$ cat src/rtl/ssc_pkg.sv
package ssc_pkg;
  // control word bit positions
  localparam int unsigned BIT_STREAM  = 2;
  localparam int unsigned BIT_ROWMODE = 4;
  localparam int unsigned BIT_SERDIS  = 12;

  localparam int unsigned ADDR_W = 2;
  localparam logic [ADDR_W-1:0] ADDR_CTRL = 2'd0;
  localparam logic [ADDR_W-1:0] ADDR_COLS = 2'd1;
  localparam logic [ADDR_W-1:0] ADDR_ROWS = 2'd2;

  typedef enum logic [1:0] {
    ST_STANDBY = 2'd0,
    ST_STREAM  = 2'd1,
    ST_PENDING = 2'd2
  } run_state_e;

  typedef struct packed {
    logic ser_off;
    logic row_mode;
    logic stream;
  } ctrl_t;
endpackage

$ cat src/rtl/ssc_regs.sv
module ssc_regs
  import ssc_pkg::*;
#(
  parameter int unsigned DATA_W   = 16,
  parameter int unsigned CNT_W    = 12,
  parameter int unsigned DEF_COLS = 8,
  parameter int unsigned DEF_ROWS = 4
) (
  input  logic              clk_i,
  input  logic              rst_ni,
  input  logic              wr_en_i,
  input  logic [ADDR_W-1:0] wr_addr_i,
  input  logic [DATA_W-1:0] wr_data_i,
  output ctrl_t             ctrl_o,
  output logic [CNT_W-1:0]  cols_o,
  output logic [CNT_W-1:0]  rows_o
);

  ctrl_t            ctrl_q, ctrl_d;
  logic [CNT_W-1:0] cols_q, cols_d, rows_q, rows_d;
  logic             ctrl_we, cols_we, rows_we;

  generate
    if (DATA_W > CNT_W) begin : g_spare
      logic unused_hi;
      assign unused_hi = ^wr_data_i[DATA_W-1:CNT_W];
    end
  endgenerate

  always_comb begin
    ctrl_we = wr_en_i && (wr_addr_i == ADDR_CTRL);
    cols_we = wr_en_i && (wr_addr_i == ADDR_COLS);
    rows_we = wr_en_i && (wr_addr_i == ADDR_ROWS);
    ctrl_d.ser_off  = wr_data_i[BIT_SERDIS];
    ctrl_d.row_mode = wr_data_i[BIT_ROWMODE];
    ctrl_d.stream   = wr_data_i[BIT_STREAM];
    cols_d = wr_data_i[CNT_W-1:0];
    rows_d = wr_data_i[CNT_W-1:0];
  end

  always_ff @(posedge clk_i or negedge rst_ni) begin
    if (!rst_ni) begin
      ctrl_q <= '0;
      cols_q <= CNT_W'(DEF_COLS);
      rows_q <= CNT_W'(DEF_ROWS);
    end else begin
      if (ctrl_we) ctrl_q <= ctrl_d;
      if (cols_we) cols_q <= cols_d;
      if (rows_we) rows_q <= rows_d;
    end
  end

  assign ctrl_o = ctrl_q;
  assign cols_o = cols_q;
  assign rows_o = rows_q;


  ser_bit_follow_chk: assert property (@(posedge clk_i) disable iff (!rst_ni)
    (wr_en_i && wr_addr_i == ADDR_CTRL) |=> (ctrl_o.ser_off == $past(wr_data_i[BIT_SERDIS])));


  spare_addr_ignored_chk: assert property (@(posedge clk_i) disable iff (!rst_ni)
    (wr_en_i && wr_addr_i == 2'd3) |=> ($stable(ctrl_o) && $stable(cols_o) && $stable(rows_o)));


  dims_retained_chk: assert property (@(posedge clk_i) disable iff (!rst_ni)
    !wr_en_i |=> ($stable(cols_o) && $stable(rows_o)));

endmodule

$ cat src/rtl/ssc_readout_cnt.sv
module ssc_readout_cnt #(
  parameter int unsigned CNT_W = 12
) (
  input  logic             clk_i,
  input  logic             rst_ni,
  input  logic             run_i,
  input  logic [CNT_W-1:0] cols_i,
  input  logic [CNT_W-1:0] rows_i,
  output logic             row_end_o,
  output logic             frame_end_o,
  output logic [CNT_W-1:0] row_o,
  output logic [CNT_W-1:0] col_o
);

  logic [CNT_W-1:0] col_q, col_d, row_q, row_d;
  logic [CNT_W-1:0] col_lim, row_lim;
  logic             row_end, frame_end, cnt_en;

  always_comb begin
    col_lim   = (cols_i == '0) ? '0 : cols_i - CNT_W'(1);
    row_lim   = (rows_i == '0) ? '0 : rows_i - CNT_W'(1);
    row_end   = run_i && (col_q >= col_lim);
    frame_end = row_end && (row_q >= row_lim);
    cnt_en    = run_i || (col_q != '0) || (row_q != '0);
    col_d     = col_q + CNT_W'(1);
    row_d     = row_q;
    if (!run_i) begin
      col_d = '0;
      row_d = '0;
    end else if (row_end) begin
      col_d = '0;
      row_d = frame_end ? '0 : row_q + CNT_W'(1);
    end
  end

  always_ff @(posedge clk_i or negedge rst_ni) begin
    if (!rst_ni) begin
      col_q <= '0;
      row_q <= '0;
    end else if (cnt_en) begin
      col_q <= col_d;
      row_q <= row_d;
    end
  end

  assign row_end_o   = row_end;
  assign frame_end_o = frame_end;
  assign row_o       = row_q;
  assign col_o       = col_q;


  frame_on_row_end_chk: assert property (@(posedge clk_i) disable iff (!rst_ni)
    frame_end_o |-> row_end_o);


  fresh_frame_chk: assert property (@(posedge clk_i) disable iff (!rst_ni)
    $rose(run_i) |-> (row_o == '0 && col_o == '0));

endmodule

$ cat src/rtl/ssc_mode_fsm.sv
module ssc_mode_fsm
  import ssc_pkg::*;
(
  input  logic clk_i,
  input  logic rst_ni,
  input  logic stream_i,
  input  logic row_mode_i,
  input  logic row_end_i,
  input  logic frame_end_i,
  output logic readout_en_o,
  output logic standby_o
);

  run_state_e state_q, state_d;
  logic       boundary;

  always_comb begin
    boundary = row_mode_i ? row_end_i : frame_end_i;
    state_d  = state_q;
    unique case (state_q)
      ST_STANDBY: if (stream_i) state_d = ST_STREAM;
      ST_STREAM:  if (!stream_i) state_d = ST_PENDING;
      ST_PENDING: begin
        if (stream_i)      state_d = ST_STREAM;
        else if (boundary) state_d = ST_STANDBY;
      end
      default:    state_d = ST_STANDBY;
    endcase
  end

  always_ff @(posedge clk_i or negedge rst_ni) begin
    if (!rst_ni) state_q <= ST_STANDBY;
    else         state_q <= state_d;
  end

  assign readout_en_o = (state_q != ST_STANDBY);
  assign standby_o    = (state_q == ST_STANDBY);


  stop_on_boundary_chk: assert property (@(posedge clk_i) disable iff (!rst_ni)
    $fell(readout_en_o) |-> $past(row_mode_i ? row_end_i : frame_end_i));


  cancel_keeps_run_chk: assert property (@(posedge clk_i) disable iff (!rst_ni)
    (state_q == ST_PENDING && stream_i) |=> readout_en_o);


  resume_next_edge_chk: assert property (@(posedge clk_i) disable iff (!rst_ni)
    (standby_o && stream_i) |=> (readout_en_o && !standby_o));


  frame_mode_hold_chk: assert property (@(posedge clk_i) disable iff (!rst_ni)
    (state_q == ST_PENDING && !row_mode_i && !frame_end_i) |=> readout_en_o);

endmodule

$ cat src/rtl/sensor_stream_ctrl.sv
module sensor_stream_ctrl
  import ssc_pkg::*;
#(
  parameter int unsigned DATA_W   = 16,
  parameter int unsigned CNT_W    = 12,
  parameter int unsigned DEF_COLS = 8,
  parameter int unsigned DEF_ROWS = 4
) (
  input  logic              clk_i,
  input  logic              rst_ni,
  input  logic              wr_en_i,
  input  logic [ADDR_W-1:0] wr_addr_i,
  input  logic [DATA_W-1:0] wr_data_i,
  output logic              readout_en_o,
  output logic              standby_o,
  output logic              ser_dis_o,
  output logic              row_end_o,
  output logic              frame_end_o,
  output logic [CNT_W-1:0]  row_idx_o,
  output logic [CNT_W-1:0]  col_idx_o
);

  logic [1:0]       rst_sync_q;
  logic             rst_n_s;
  ctrl_t            ctrl;
  logic [CNT_W-1:0] cols, rows;
  logic             run, row_end, frame_end;

  // asynchronous assertion, synchronous release
  always_ff @(posedge clk_i or negedge rst_ni) begin
    if (!rst_ni) rst_sync_q <= '0;
    else         rst_sync_q <= {rst_sync_q[0], 1'b1};
  end
  assign rst_n_s = rst_sync_q[1];

  ssc_regs #(
    .DATA_W(DATA_W), .CNT_W(CNT_W), .DEF_COLS(DEF_COLS), .DEF_ROWS(DEF_ROWS)
  ) u_regs (
    .clk_i(clk_i), .rst_ni(rst_n_s), .wr_en_i(wr_en_i), .wr_addr_i(wr_addr_i),
    .wr_data_i(wr_data_i), .ctrl_o(ctrl), .cols_o(cols), .rows_o(rows)
  );

  ssc_readout_cnt #(.CNT_W(CNT_W)) u_cnt (
    .clk_i(clk_i), .rst_ni(rst_n_s), .run_i(run), .cols_i(cols), .rows_i(rows),
    .row_end_o(row_end), .frame_end_o(frame_end), .row_o(row_idx_o), .col_o(col_idx_o)
  );

  ssc_mode_fsm u_fsm (
    .clk_i(clk_i), .rst_ni(rst_n_s), .stream_i(ctrl.stream), .row_mode_i(ctrl.row_mode),
    .row_end_i(row_end), .frame_end_i(frame_end), .readout_en_o(run), .standby_o(standby_o)
  );

  assign readout_en_o = run;
  assign ser_dis_o    = ctrl.ser_off;
  assign row_end_o    = row_end;
  assign frame_end_o  = frame_end;


  reset_quiet_chk: assert property (@(posedge clk_i)
    !rst_n_s |=> (!readout_en_o && standby_o && !ser_dis_o));

endmodule

$ cat config.mk
export PLATFORM = sky130hd
export DESIGN_NAME = sensor_stream_ctrl
export DESIGN_NICKNAME = d
export VERILOG_FILES = /design/src/rtl/ssc_pkg.sv /design/src/rtl/ssc_regs.sv /design/src/rtl/ssc_readout_cnt.sv /design/src/rtl/ssc_mode_fsm.sv /design/src/rtl/sensor_stream_ctrl.sv
export SDC_FILE = /design/constraint.sdc
export NUM_CORES = 1
export LEC_CHECK = 0
export ABC_CLOCK_PERIOD_IN_PS = 3700
export BUFFER_PORTS_ARGS = -buffer_cell sky130_fd_sc_hd__buf_2
export CORE_MARGIN = 2
export CORE_UTILIZATION = 58
export DETAILED_ROUTE_END_ITERATION = 7
export GPL_TIMING_DRIVEN = 0
export PLACE_DENSITY = 0.87
export SLEW_MARGIN = 20
export SYNTH_ARGS = -nofsm -noshare
export SYNTH_HDL_FRONTEND = slang
export SYNTH_SLANG_ARGS = --single-unit
$ cat constraint.sdc
create_clock -name clk_i -period 3.7 [get_ports clk_i]
set_input_delay 0.555 -clock clk_i [delete_from_list [all_inputs] [get_ports clk_i]]
set_output_delay 0.555 -clock clk_i [all_outputs]
set_load 0.05 [all_outputs]
==> tab_implementation.tex <==
\begin{tabular}{lr}
\hline
Metric & Value \\
\hline
\multicolumn{2}{l}{\textbf{Critical path}} \\
Worst R2R Path Depth & 16 \\
Crit start category & register \\
Cell at the slowest stage of the critical path & sky130\_fd\_sc\_hd\_\_or4\_4 \\
Cell repeated most along the worst path & sky130\_fd\_sc\_hd\_\_a21o\_1 \\
Cell-by-cell listing of the critical path & or4\_4, or3\_4, nor2\_4, nand4b\_1, clkbuf\_8, nand2\_4, ha\_4, a21o\_1, a21o\_1, a21oi\_2, o221a\_4, nor3\_4, buf\_6 \\
Arrival time at the worst endpoint & 3.48 ns \\
Biggest fanout along the worst timing path & 5 \\
Critical path capture point type & output port \\
Stages on worst setup path & 13 \\
Required time reported for the critical path endpoint & 3.14 ns \\
Buffering stage count on the worst path with inverters included & 2 \\
Setup CP Type & reg -> out \\
Largest delay share family, worst path & simple AND/OR/NAND/NOR gates \\
Delay of the slowest cell on the worst path & 0.53 ns \\
R2R Setup Slk & 0.09 ns \\
\multicolumn{2}{l}{\textbf{Timing}} \\
Max\_slew headroom & 0.604 \\
Layout Skew & 0.00462 ns \\
Fmax & 248 MHz \\
Final setup violation count & 2 \\
Final worst-path setup slack & -0.338 ns \\
RSZ-0062 raised after global routing & true \\
Fin. Hold Viols & 0 \\
Share of the clock period used by the worst path & 1.09 \\
Minimum clock period & 4.04 ns \\
Measured slew at the worst slew-check pin & 0.593 ns \\
Final Slew Violations & 0 \\
\multicolumn{2}{l}{\textbf{Die}} \\
Area of the core region & 0.00589 mm2 \\
Die Width & 81.9 um \\
Height of the die & 81.9 um \\
Floorplan row count & 28 \\
Total die area & 0.00671 mm2 \\
I/O pin count & 50 \\
Initial Utilization & 0.598 \\
\multicolumn{2}{l}{\textbf{Clock network}} \\
\# clock sinks & 55 \\
Max Buffers Root-to-Sink & 2 \\
Clock buffers created by TritonCTS & 5 \\
CTS tree & built \\
Insertion delay to the later sink of the worst-skew pair & 0.31 ns \\
Clock root buffer master & sky130\_fd\_sc\_hd\_\_clkbuf\_8 \\
Register clock-pin slew on the reported worst setup and hold paths & 0.09 ns \\
Number of H-tree branching levels & 2 \\
\multicolumn{2}{l}{\textbf{Cells and area}} \\
ANT cells & 0 \\
Final instance count without filler cells & 511 \\
Number of nets in the layout & 488 \\
Fraction of final layout cells with drive strength greater than 1 & 0.383 \\
Summed area of non-filler cells in the final layout & 0.00454 mm2 \\
Synthesis-to-layout area growth & 28.9\% \\
FILL cells & 365 \\
\multicolumn{2}{l}{\textbf{Place}} \\
Final HPWL DP & 6.03 mm \\
Post-Place Cells & 480 \\
Placed instance area & 0.00389 mm2 \\
Number of buffers inserted by port buffering & 46 \\
Placer Congestion & 0.936 \\
Worst slack, placed & -0.379 ns \\
\multicolumn{2}{l}{\textbf{Drt}} \\
Initial drt markers & 162 \\
Total wire length & 9.15 mm \\
Number of remaining DRC errors & 0 \\
Via density per instance & 5.96 \\
Number of routed nets with antenna violations & 0 \\
Vias & 3044 \\
First drt pass iteration count & 4 \\
Routed length per instance & 17.9 um \\
\multicolumn{2}{l}{\textbf{Hold path}} \\
Hold Path Class & reg -> async \\
\multicolumn{2}{l}{\textbf{Pwr}} \\
Leak Pwr & 2.11 nW \\
Total power divided by cell area & 515 mW/mm2 \\
Worst supply voltage drop on vdd & 0.501 mV \\
Post-layout power & 0.00234 W \\
\multicolumn{2}{l}{\textbf{Global routing}} \\
Number of global-route vias before repair & 2966 \\
Wire length of the first global-routing pass & 14.0 mm \\
Antenna violations before repair & 0 \\
Gr ovfl total & 0 \\
Global-route usage over all layers & 0.273 \\
Pin count of the biggest net entering global routing & 30 \\
\multicolumn{2}{l}{\textbf{Logic synthesis}} \\
Dominant cells by area after synthesis & sky130\_fd\_sc\_hd\_\_dfrtp\_1 38\%, sky130\_fd\_sc\_hd\_\_ha\_1 11\%, sky130\_fd\_sc\_hd\_\_mux2\_2 8.6\% \\
Most instantiated library cell after synthesis & sky130\_fd\_sc\_hd\_\_dfrtp\_1 \\
Synth Instances & 358 \\
Syn Std Cell Area & 0.00352 mm2 \\
Top cells by instance count after synthesis & 53 x sky130\_fd\_sc\_hd\_\_dfrtp\_1, 39 x sky130\_fd\_sc\_hd\_\_nand2\_1, 34 x sky130\_fd\_sc\_hd\_\_nor2\_1 \\
Most common flop cell mapped by yosys & sky130\_fd\_sc\_hd\_\_dfrtp\_1 \\
Number of distinct library cells after synthesis & 52 \\
Synthesis-stage register bit count & 55 \\
Yosys warnings & 0 \\
Syn Area/Cell & 9.84 um2 \\
Biggest area consumer among synthesized cells & sky130\_fd\_sc\_hd\_\_dfrtp\_1 \\
Synth top area share & 0.377 \\
Sequential area share after synthesis & 0.391 \\
Post-synth net total & 411 \\
Number of enable flip-flop cells after synthesis & 0 \\
Proportion of synthesized flip-flops having asynchronous set or reset & 1.00 \\
\multicolumn{2}{l}{\textbf{Flow run}} \\
Number of violations of the max-capacitance limit & 0 \\
\multicolumn{2}{l}{\textbf{Outcome}} \\
Result of the run & finished, violations left \\
Violated checks & negative setup slack \\
\hline
\end{tabular}
through the flow:
step                setup TNS, ns  hold WS, ns   util
floorplan                 -0.0210        0.259      -
global placement            -1.80        0.334  0.657
detailed placement          -3.64        0.282  0.661
CTS                        -0.263        0.300  0.732
global route               -0.637        0.330  0.771
finish                     -0.387        0.278  0.771
final timing paths:
kind,to,startpoint
worst max-delay path,frame_end_o,u_regs.rows_o[5]$_DFFE_PN0P_
worst min-delay path,u_cnt.row_o[5]$_DFFE_PN0P_,rst_sync_q[1]$_DFF_PN0_
worst max register to register,u_cnt.row_o[6]$_DFFE_PN0P_,u_regs.rows_o[5]$_DFFE_PN0P_
worst min register to register,u_cnt.row_o[5]$_DFFE_PN0P_,rst_sync_q[1]$_DFF_PN0_
max in group asynchronous,u_regs.rows_o[2]$_DFFE_PN1P_,rst_sync_q[1]$_DFF_PN0_
min in group clk_i,rst_sync_q[1]$_DFF_PN0_,rst_sync_q[0]$_DFF_PN0_
registers in the layout, indices dropped and copies added (netlist names):
register and cells:
u_cnt.col_o 12, u_cnt.row_o 12, u_regs.cols_o 12, u_regs.ctrl_o 3
rst_sync_q 2, u_regs.rows_o 12, u_fsm.state_q 2
cells by family after synthesis:
group	share of synthesized area
XOR/XNOR	0.0746
AND/OR/NAND/NOR	0.212
adder cells (fa/ha/maj)	0.114
other	0.00106
AO/OA/AOI/OAI	0.100
flip-flops	0.391
multiplexers	0.0863
buffers and inverters	0.0202
layout by cell type, fill, tap and decap left out, types with 11 or more instances in the layout:
| cell | n |
|---|---|
| sky130_fd_sc_hd__ha_1 | 22 |
| sky130_fd_sc_hd__buf_4 | 20 |
| sky130_fd_sc_hd__dfrtp_1 | 51 |
| sky130_fd_sc_hd__buf_2 | 44 |
| sky130_fd_sc_hd__nand3_1 | 14 |
| sky130_fd_sc_hd__xnor2_1 | 12 |
| sky130_fd_sc_hd__a21oi_1 | 16 |
| sky130_fd_sc_hd__inv_1 | 11 |
| sky130_fd_sc_hd__nor2_1 | 32 |
| sky130_fd_sc_hd__nand2_1 | 31 |
| sky130_fd_sc_hd__xor2_1 | 18 |
| sky130_fd_sc_hd__mux2_2 | 27 |
area by class of cell:
class / instances / area [um2] / share of cell area
buffer: 5 / 37.5 / 0.00827
clock buffer: 6 / 82.6 / 0.0182
clock inverter: 2 / 35.0 / 0.00772
inverter: 11 / 41.3 / 0.00909
multi-input combinational: 286 / 2400 / 0.529
sequential: 55 / 1380 / 0.304
tap: 75 / 93.8 / 0.0207
timing repair buffer: 71 / 465 / 0.103
power breakdown:
part           leakage [nW]  internal (W)  switching (W)
clock                0.0612      0.000219       0.000197
sequential            0.693      0.000699       0.000144
combinational          1.36      0.000437       0.000644
layer usage:
metal,global-route usage,share of wire
met1,0.346,0.41
met2,0.473,0.51
met3,0.0484,0.051
met4,0.0850,0.029
met5,0,0
timing repair:
item,in CTS,in global routing
hold buffers,1,0
endpoints found under the setup margin,24,22
gates resized for setup,37,31
hold endpoints to repair,2,0
pin swaps,13,28
gates cloned,1,0
setup buffers,15,8
No activity file was read; power rests on OpenSTA's default activity.
